[config.mk]
export PLATFORM = sky130hd
export DESIGN_NAME = rc_conv_counter
export DESIGN_NICKNAME = d
export VERILOG_FILES = /design/src/rtl/rcc_pkg.sv /design/src/rtl/rcc_edge_sync.sv /design/src/rtl/rcc_bcd_counter.sv /design/src/rtl/rcc_bin_counter.sv /design/src/rtl/rc_conv_counter.sv
export SDC_FILE = /design/constraint.sdc
export NUM_CORES = 1
export LEC_CHECK = 0
export CORE_ASPECT_RATIO = 0.8
export CORE_MARGIN = 2
export CORE_UTILIZATION = 49
export CTS_BUF_LIST = sky130_fd_sc_hd__clkbuf_4
export DETAILED_ROUTE_END_ITERATION = 10
export HOLD_SLACK_MARGIN = 0.06
export PLACE_DENSITY = 0.71
export SETUP_SLACK_MARGIN = 0.02
export SYNTH_ARGS = -nofsm -noshare
export SYNTH_HDL_FRONTEND = slang
export SYNTH_SLANG_ARGS = --single-unit
[constraint.sdc]
create_clock -name clk -period 5.7 [get_ports clk]
set_input_delay 1.71 -clock clk [delete_from_list [all_inputs] [get_ports clk]]
set_output_delay 1.71 -clock clk [all_outputs]
set_load 0.01 [all_outputs]
[src/rtl/rcc_pkg.sv]
package rcc_pkg;
   localparam int NIB = 4;

   typedef enum logic {
      GATE_ON_REF = 1'b0,
      GATE_ON_OSC = 1'b1
   } gate_mode_e;

   localparam int CTL_MODE_BIT = 0;
   localparam int CTL_IE_BIT   = 1;
   localparam int ST_BUSY_BIT  = 0;
   localparam int ST_DONE_BIT  = 1;
   localparam int ST_OVF_BIT   = 2;
   localparam int CMD_GO_BIT   = 0;
endpackage

[src/rtl/rcc_edge_sync.sv]
module rcc_edge_sync #(
   parameter int STAGES = 2
) (
   input  logic clk,
   input  logic rst_n,
   input  logic async_in,
   output logic rise
);
   if (STAGES < 2) begin : g_bad_stages
      $error("rcc_edge_sync: STAGES must be at least 2");
   end

   logic [STAGES-1:0] chain_q;
   logic              last_q;

   always_ff @(posedge clk or negedge rst_n) begin
      if (!rst_n) begin
         chain_q <= '0;
         last_q  <= 1'b0;
      end else begin
         chain_q <= {chain_q[STAGES-2:0], async_in};
         last_q  <= chain_q[STAGES-1];
      end
   end

   assign rise = chain_q[STAGES-1] & ~last_q;

   // a detected edge never lasts two cycles
   p_single_rise_r3: assert property (@(posedge clk) disable iff (!rst_n)
      rise |=> !rise);
endmodule

[src/rtl/rcc_bcd_counter.sv]
module rcc_bcd_counter
   import rcc_pkg::*;
#(
   parameter int DIGITS = 5
) (
   input  logic                  clk,
   input  logic                  rst_n,
   input  logic [DIGITS-1:0]     load_en,
   input  logic [NIB-1:0]        load_val,
   input  logic                  inc,
   input  logic                  dec,
   output logic [NIB*DIGITS-1:0] value,
   output logic                  carry_out,
   output logic                  is_zero,
   output logic                  is_one
);
   localparam int W = NIB * DIGITS;

   if (DIGITS < 1) begin : g_bad_digits
      $error("rcc_bcd_counter: DIGITS must be positive");
   end

   logic [DIGITS:0] cy;
   logic [DIGITS:0] bw;
   assign cy[0] = inc;
   assign bw[0] = dec & ~inc;

   for (genvar i = 0; i < DIGITS; i++) begin : g_digit
      logic [NIB-1:0] q;
      logic [NIB-1:0] nxt;
      logic           at_top;
      logic           at_floor;

      assign at_top   = (q >= 4'd9);
      assign at_floor = (q == 4'd0);
      assign cy[i+1]  = cy[i] & at_top;
      assign bw[i+1]  = bw[i] & at_floor;

      always_comb begin
         nxt = q;
         if (cy[i])      nxt = at_top ? 4'd0 : q + 4'd1;
         else if (bw[i]) nxt = at_floor ? 4'd9 : q - 4'd1;
      end

      always_ff @(posedge clk or negedge rst_n) begin
         if (!rst_n)          q <= '0;
         else if (load_en[i]) q <= load_val;
         else                 q <= nxt;
      end

      assign value[NIB*i +: NIB] = q;
   end

   assign carry_out = cy[DIGITS];
   assign is_zero   = (value == '0);
   assign is_one    = (value == W'(1));

   // with no load and no count the digits keep their value
   p_hold_r6: assert property (@(posedge clk) disable iff (!rst_n)
      (!(|load_en) && !inc && !dec) |=> $stable(value));
   // a carry out of the top digit leaves the counter at zero
   p_wrap_r7: assert property (@(posedge clk) disable iff (!rst_n)
      (carry_out && !(|load_en)) |=> (value == '0));
endmodule

[src/rtl/rcc_bin_counter.sv]
module rcc_bin_counter
   import rcc_pkg::*;
#(
   parameter int WIDTH = 14
) (
   input  logic                         clk,
   input  logic                         rst_n,
   input  logic [(WIDTH+NIB-1)/NIB-1:0] load_en,
   input  logic [NIB-1:0]               load_val,
   input  logic                         inc,
   input  logic                         dec,
   output logic [WIDTH-1:0]             value,
   output logic                         carry_out,
   output logic                         is_zero,
   output logic                         is_one
);
   localparam int NIBS = (WIDTH + NIB - 1) / NIB;

   if (WIDTH < 2) begin : g_bad_width
      $error("rcc_bin_counter: WIDTH must be at least 2");
   end

   logic [WIDTH-1:0] cnt_q;
   logic [WIDTH-1:0] nxt;

   always_comb begin
      nxt = cnt_q;
      if (|load_en) begin
         for (int b = 0; b < WIDTH; b++) begin
            if (load_en[b / NIB]) nxt[b] = load_val[b % NIB];
         end
      end else if (inc) begin
         nxt = cnt_q + WIDTH'(1);
      end else if (dec) begin
         nxt = cnt_q - WIDTH'(1);
      end
   end

   always_ff @(posedge clk or negedge rst_n) begin
      if (!rst_n) cnt_q <= '0;
      else        cnt_q <= nxt;
   end

   assign value     = cnt_q;
   assign carry_out = inc & (&cnt_q);
   assign is_zero   = (cnt_q == '0);
   assign is_one    = (cnt_q == WIDTH'(1));

   // a wrap of the binary counter lands on zero
   p_bin_wrap_r7: assert property (@(posedge clk) disable iff (!rst_n)
      (carry_out && !(|load_en)) |=> (value == '0));
   // with no load and no count the value holds
   p_bin_hold_r9: assert property (@(posedge clk) disable iff (!rst_n)
      (!(|load_en) && !inc && !dec) |=> $stable(value));
endmodule

[src/rtl/rc_conv_counter.sv]
module rc_conv_counter
   import rcc_pkg::*;
#(
   parameter int A_DIGITS    = 5,
   parameter int B_WIDTH     = 14,
   parameter int SYNC_STAGES = 2,
   parameter int ADDR_W      = 4
) (
   input  logic              clk,
   input  logic              rst_n,
   input  logic              osc_in,
   input  logic              ref_tick,
   input  logic              wr_en,
   input  logic [ADDR_W-1:0] addr,
   input  logic [NIB-1:0]    wdata,
   output logic [NIB-1:0]    rd_data,
   output logic              irq
);
   localparam int B_NIBS    = (B_WIDTH + NIB - 1) / NIB;
   localparam int A_BASE    = 0;
   localparam int B_BASE    = A_BASE + A_DIGITS;
   localparam int CTRL_ADDR = B_BASE + B_NIBS;
   localparam int STAT_ADDR = CTRL_ADDR + 1;
   localparam int A_W       = NIB * A_DIGITS;

   if (STAT_ADDR >= (1 << ADDR_W)) begin : g_bad_map
      $error("rc_conv_counter: register map does not fit ADDR_W");
   end

   // control and status state
   gate_mode_e mode_q;
   logic       irq_en_q;
   logic       busy_q;
   logic       done_q;
   logic       ovf_q;

   // counter interfaces
   logic                osc_rise;
   logic [A_DIGITS-1:0] a_load;
   logic [B_NIBS-1:0]   b_load;
   logic [A_W-1:0]      a_val;
   logic [B_WIDTH-1:0]  b_val;
   logic                a_inc, a_dec, b_inc, b_dec;
   logic                a_carry, a_zero, a_one;
   logic                b_carry, b_zero, b_one;

   logic preset_ok;
   logic ctrl_wr;
   logic start_cmd;
   logic gate_zero, gate_one, gate_event;
   logic finish;
   logic acc_wrap;

   rcc_edge_sync #(.STAGES(SYNC_STAGES)) u_sync (
      .clk     (clk),
      .rst_n   (rst_n),
      .async_in(osc_in),
      .rise    (osc_rise)
   );

   // register decode
   assign preset_ok = wr_en & ~busy_q;
   assign ctrl_wr   = preset_ok & (addr == ADDR_W'(CTRL_ADDR));
   assign start_cmd = preset_ok & (addr == ADDR_W'(STAT_ADDR)) & wdata[CMD_GO_BIT];

   for (genvar i = 0; i < A_DIGITS; i++) begin : g_a_load
      assign a_load[i] = preset_ok & (addr == ADDR_W'(A_BASE + i));
   end
   for (genvar j = 0; j < B_NIBS; j++) begin : g_b_load
      assign b_load[j] = preset_ok & (addr == ADDR_W'(B_BASE + j));
   end

   // gate selection
   always_comb begin
      if (mode_q == GATE_ON_OSC) begin
         gate_zero  = a_zero;
         gate_one   = a_one;
         gate_event = osc_rise;
         acc_wrap   = b_carry;
      end else begin
         gate_zero  = b_zero;
         gate_one   = b_one;
         gate_event = ref_tick;
         acc_wrap   = a_carry;
      end
   end

   assign finish = busy_q & (gate_zero | (gate_event & gate_one));

   assign a_inc = busy_q & (mode_q == GATE_ON_REF) & osc_rise;
   assign a_dec = busy_q & (mode_q == GATE_ON_OSC) & osc_rise & ~a_zero;
   assign b_inc = busy_q & (mode_q == GATE_ON_OSC) & ref_tick;
   assign b_dec = busy_q & (mode_q == GATE_ON_REF) & ref_tick & ~b_zero;

   rcc_bcd_counter #(.DIGITS(A_DIGITS)) u_dec_cnt (
      .clk      (clk),
      .rst_n    (rst_n),
      .load_en  (a_load),
      .load_val (wdata),
      .inc      (a_inc),
      .dec      (a_dec),
      .value    (a_val),
      .carry_out(a_carry),
      .is_zero  (a_zero),
      .is_one   (a_one)
   );

   rcc_bin_counter #(.WIDTH(B_WIDTH)) u_bin_cnt (
      .clk      (clk),
      .rst_n    (rst_n),
      .load_en  (b_load),
      .load_val (wdata),
      .inc      (b_inc),
      .dec      (b_dec),
      .value    (b_val),
      .carry_out(b_carry),
      .is_zero  (b_zero),
      .is_one   (b_one)
   );

   // conversion sequencing
   always_ff @(posedge clk or negedge rst_n) begin
      if (!rst_n) begin
         mode_q   <= GATE_ON_REF;
         irq_en_q <= 1'b0;
         busy_q   <= 1'b0;
         done_q   <= 1'b0;
         ovf_q    <= 1'b0;
      end else begin
         if (ctrl_wr) begin
            mode_q   <= gate_mode_e'(wdata[CTL_MODE_BIT]);
            irq_en_q <= wdata[CTL_IE_BIT];
         end
         if (start_cmd) begin
            busy_q <= 1'b1;
            done_q <= 1'b0;
            ovf_q  <= 1'b0;
         end else begin
            if (finish) begin
               busy_q <= 1'b0;
               done_q <= 1'b1;
            end
            if (busy_q && acc_wrap) ovf_q <= 1'b1;
         end
      end
   end

   // readback
   logic [NIB*B_NIBS-1:0] b_pad;
   assign b_pad = (NIB*B_NIBS)'(b_val);

   always_comb begin
      rd_data = '0;
      for (int i = 0; i < A_DIGITS; i++) begin
         if (addr == ADDR_W'(A_BASE + i)) rd_data = a_val[NIB*i +: NIB];
      end
      for (int j = 0; j < B_NIBS; j++) begin
         if (addr == ADDR_W'(B_BASE + j)) rd_data = b_pad[NIB*j +: NIB];
      end
      if (addr == ADDR_W'(CTRL_ADDR)) begin
         rd_data[CTL_MODE_BIT] = mode_q;
         rd_data[CTL_IE_BIT]   = irq_en_q;
      end
      if (addr == ADDR_W'(STAT_ADDR)) begin
         rd_data[ST_BUSY_BIT] = busy_q;
         rd_data[ST_DONE_BIT] = done_q;
         rd_data[ST_OVF_BIT]  = ovf_q;
      end
   end

   assign irq = done_q & irq_en_q;

   // a start always enters the busy state with done cleared
   p_start_busy_r8: assert property (@(posedge clk) disable iff (!rst_n)
      start_cmd |=> (busy_q && !done_q && !ovf_q));
   // done only rises once the gate counter has reached zero
   p_done_at_zero_r4: assert property (@(posedge clk) disable iff (!rst_n)
      $rose(done_q) |-> gate_zero);
   // an idle block keeps the decimal counter frozen unless software loads it
   p_idle_frozen_r8: assert property (@(posedge clk) disable iff (!rst_n)
      (!busy_q && !(|a_load)) |=> $stable(a_val));
   // overflow is sticky until a start
   p_ovf_sticky_r7: assert property (@(posedge clk) disable iff (!rst_n)
      (ovf_q && !start_cmd) |=> ovf_q);
   // control writes during a conversion leave the mode alone
   p_mode_locked_r9: assert property (@(posedge clk) disable iff (!rst_n)
      (busy_q && wr_en && addr == ADDR_W'(CTRL_ADDR)) |=> $stable(mode_q));
endmodule

==> tab_implementation.tex <==
\begin{tabular}{lr}
\hline
Metric & Value \\
\hline
\multicolumn{2}{l}{\textbf{STA}} \\
\quad RSZ-0062 raised after global routing & yes \\
\quad Final setup violation count & 0 \\
\quad Fmax & 180 MHz \\
\quad Max-Slew Margin vs Limit & around a quarter \\
\quad Pins Over Slew Limit & 0 \\
\quad Min Clock Period, post-route & about 5.6 ns \\
\quad Transition time at the pin with the least slew margin & 1.13 ns \\
\quad Number of hold-slack violations in the final timing report & 0 \\
\quad Clock skew after layout & 0.0113 ns \\
\quad Setup TNS & 0 ns \\
\quad Final period utilization & 97.4\% \\
\multicolumn{2}{l}{\textbf{Synthesis}} \\
\quad Post-synth cell types & 78 \\
\quad EDFF count, synth & 0 \\
\quad Primary flip-flop cell chosen by synthesis mapping & sky130\_fd\_sc\_hd\_\_dfrtp\_1 \\
\quad Fraction of registers with async set or reset after synthesis & 100\% \\
\quad Mean area per synthesized cell & 7.99 µm² \\
\quad Syn nets & 534 \\
\quad Fraction of post-synthesis cell area in the top cell type by area & between 20\% and 30\% \\
\quad Largest area contributor in the synthesized netlist & sky130\_fd\_sc\_hd\_\_dfrtp\_1 \\
\quad Flops \& latches, synth & 42 \\
\quad Sequential fraction of the synthesis area & 26.3\% \\
\quad Warning count from the yosys run & 0 \\
\quad Biggest area contributors in the synthesized netlist & sky130\_fd\_sc\_hd\_\_dfrtp\_1, sky130\_fd\_sc\_hd\_\_ha\_1, sky130\_fd\_sc\_hd\_\_nand2\_1, sky130\_fd\_sc\_hd\_\_a21oi\_1, sky130\_fd\_sc\_hd\_\_nor2\_1 \\
\quad Gate count after technology mapping & 500 \\
\quad Area of the mapped netlist & approximately 0.0040 mm² \\
\multicolumn{2}{l}{\textbf{Floorplanning}} \\
\quad Vert. Die Dim & 84.8 µm \\
\quad Die outline width & 105 µm \\
\quad Row count & 29 \\
\quad Core Area & around 0.0079 mm² \\
\quad Starting density of the core & 50.5\% \\
\quad Number of top-level design ports & 18 \\
\quad DIE AREA & 0.00889 mm² \\
\multicolumn{2}{l}{\textbf{Layout}} \\
\quad Commonest non-fill, non-tap cell in the layout & sky130\_fd\_sc\_hd\_\_nand2\_1 \\
\quad Number of nets in the layout & about 540 \\
\quad Filler Cell Count & 781 \\
\quad P\&R area growth vs syn & 8.30\% \\
\quad Number of inserted diodes & 0 \\
\quad Commonest non-fill, non-tap cells in the layout & sky130\_fd\_sc\_hd\_\_nand2\_1, sky130\_fd\_sc\_hd\_\_nor2\_1, sky130\_fd\_sc\_hd\_\_dfrtp\_1 \\
\quad Fraction of final layout cells sized beyond drive strength 1 & 10.9\% \\
\multicolumn{2}{l}{\textbf{Power and ir drop}} \\
\quad PnR Total Power & 1710 µW \\
\quad Worst ir drop on vdd & 0.175 mV \\
\quad Power per standard cell area & 395 mW/mm² \\
\quad Leakage & 0.00169 µW \\
\multicolumn{2}{l}{\textbf{Setup path}} \\
\quad Crit path kind & input pin to primary output \\
\quad Arrival time worst endpoint & 3.84 ns \\
\quad Endpoint type of the worst setup path & primary output \\
\quad Terminus of the critical flop-to-flop path & u\_dec\_cnt.g\_digit[4].q[3]\$\_DFFE\_PN0P\_ \\
\quad Critical path startpoint & addr[2] \\
\quad Startpoint of the worst-slack reg-to-reg timing path & u\_dec\_cnt.g\_digit[0].q[0]\$\_DFFE\_PN0P\_ \\
\quad Slack of the worst reg-to-reg path & 2.55 ns \\
\quad Reg2reg path depth & 8 \\
\quad Critical-path maximum fanout & 10 \\
\quad Nature of the critical path startpoint & input pin \\
\quad Data required time at the worst endpoint & 3.99 ns \\
\multicolumn{2}{l}{\textbf{Drt}} \\
\quad Vias per cell & 6.56 \\
\quad Count of antenna-violating nets left after detailed routing & 0 \\
\quad DRC & 0 \\
\quad Drt first pass iters & 5 \\
\quad Via count & 4,006 \\
\quad Final routed wire length divided by cell count & between 15 and 20 µm \\
\quad DR iter-0 viols & 390 \\
\quad Total Routed Length & 11,600 µm \\
\multicolumn{2}{l}{\textbf{Global route}} \\
\quad Vias in the first global route & 3,537 \\
\quad Maximum number of pins on one net before global-route repair & 43 \\
\quad Wire length of the first global-routing pass & 19,100 µm \\
\quad Overflow after GRT & 0 \\
\quad Initial antenna violation count & 0 \\
\quad Global router's overall resource usage & between 20 and 30\% \\
\multicolumn{2}{l}{\textbf{Clock tree}} \\
\quad Number of buffers between clock root and the deepest sink & 2 \\
\quad TritonCTS Buffers & 5 \\
\quad Count of H-tree levels built during CTS & 2 \\
\quad Master cell of the clock root buffer & sky130\_fd\_sc\_hd\_\_clkbuf\_4 \\
\quad Clock latency reported for the late side of the worst-skew pair & 0.37 ns \\
\quad Clock tree from TritonCTS & done \\
\quad Clock-pin slew reported for the worst setup and hold paths after clock tree synthesis & 0.14 ns \\
\quad Sinks on Clock Net & 42 \\
\multicolumn{2}{l}{\textbf{Placed design}} \\
\quad Routability cong. & 0.970 \\
\quad DPL Wire Length & 8630 µm \\
\quad Quantity of I/O buffers inserted on ports & 17 \\
\multicolumn{2}{l}{\textbf{Worst hold path}} \\
\quad Hold Path Sink & u\_sync.chain\_q[1]\$\_DFF\_PN0\_ \\
\quad HP Start & u\_sync.chain\_q[0]\$\_DFF\_PN0\_ \\
\quad Number of cells on the worst hold path & 0 \\
\quad Class of the tightest hold or removal check & flop to flop \\
\multicolumn{2}{l}{\textbf{Outcome}} \\
\quad Status & finished clean \\
\multicolumn{2}{l}{\textbf{Job}} \\
\quad Total of max-cap violations & 0 \\
\hline
\end{tabular}
[worst max-delay path by stage]
stage | end | slack [ns] | depth (start not counted)
global route | rd_data[1] | 0.0005 | 9
floorplan | rd_data[2] | 1.06 | 5
global placement | rd_data[1] | 0.17 | 8
finish | rd_data[1] | 0.15 | 9
CTS | rd_data[1] | 0.14 | 8
detailed placement | rd_data[1] | 0.16 | 8
[repair_timing]
item                                    in CTS  in global routing
endpoints found under the setup margin       0                  2
resized for setup                            0                  2
setup buffers                                0                  0
hold buffers                                 0                  0
[Yosys cell counts, drive strengths merged, types with 3 or more instances]
cell,count
nor2b,3
nor3,8
and3,5
buf,12
nor4,9
nor3b,7
a21boi,4
or3,4
a21o,3
or2,5
a41oi,4
clkbuf,21
o21ai,29
ha,21
o22ai,9
nand2,55
a221o,4
mux4,3
o311ai,4
nand2b,6
or3b,3
inv,27
a21oi,37
o22a,16
nor2,43
o211ai,5
o31ai,3
nand4,3
and4,3
a22oi,3
nand3,21
mux2,4
and2,6
nand3b,4
mux2i,8
a31oi,17
dfrtp,42
[layout make-up]
| class | instances | area (µm²) | area share (%) |
|---|---|---|---|
| clock buffers | 7 | 52.6 | 1.21 |
| flip-flops and latches | 42 | 1050 | 24.3 |
| clock inverters | 1 | 30.0 | 0.694 |
| repair buffers | 28 | 250 | 5.79 |
| inverters | 27 | 101 | 2.34 |
| multi-input cells | 398 | 2710 | 62.5 |
| well taps | 108 | 135 | 3.12 |
[stage by stage]
step	area (µm²)	std cells	utilization [%]	hold slack [ns]	setup slack, ns
finish	4330	611	54.7	0.382	0.146
global route	4330	611	54.7	0.400	0.000533
CTS	4320	611	54.7	0.388	0.139
detailed placement	4240	603	53.6	0.357	0.162
global placement	4240	603	53.6	0.335	0.174
floorplan	3990	500	-	0.331	1.06
[where the power goes]
part / leakage, µW / switching [µW] / total, µW / internal, µW
sequential: 0.000487 / 278 / 694 / 416
clock: 0.0000463 / 110 / 212 / 103
combinational: 0.00116 / 429 / 803 / 374
[registers in the layout, indices dropped and copies added (netlist names)]
register	count
mode_q	1
u_sync.last_q	1
u_bin_cnt.value	14
u_sync.chain_q	2
busy_q	1
u_dec_cnt.g_digit.q	20
irq_en_q	1
ovf_q	1
done_q	1
[metal layers]
| layer | global-route usage, % | vias up | wire length [µm] |
|---|---|---|---|
| met2 | 37.4 | 196 | 4720 |
| met3 | 4.11 | 19 | 944 |
| met1 | 42.9 | 1898 | 5750 |
| met5 | 0 | - | 0 |
| met4 | 6.06 | 0 | 171 |
| li1 | - | 1893 | - |
[kinds of logic after synthesis]
group / after synthesis / share of synthesized area [%]
compound gates: 164 / 29.5
xor+xnor: 1 / 0.219
fa+ha+maj: 21 / 6.58
buf+inv: 60 / 5.95
flops: 42 / 26.3
mux: 15 / 4.82
simple gates: 197 / 26.6
[worst max-delay path, cell delays in order]
cell	delay, ns
sky130_fd_sc_hd__clkdlybuf4s50_1	0.73
sky130_fd_sc_hd__buf_4	0.21
sky130_fd_sc_hd__nand2_1	0.05
sky130_fd_sc_hd__o311ai_0	0.09
sky130_fd_sc_hd__o21ai_0	0.13
sky130_fd_sc_hd__o21ai_0	0.09
sky130_fd_sc_hd__a2bb2oi_1	0.08
sky130_fd_sc_hd__a21oi_1	0.17
sky130_fd_sc_hd__clkdlybuf4s50_1	0.57
Note: power is estimated with default switching activity, not from simulation.
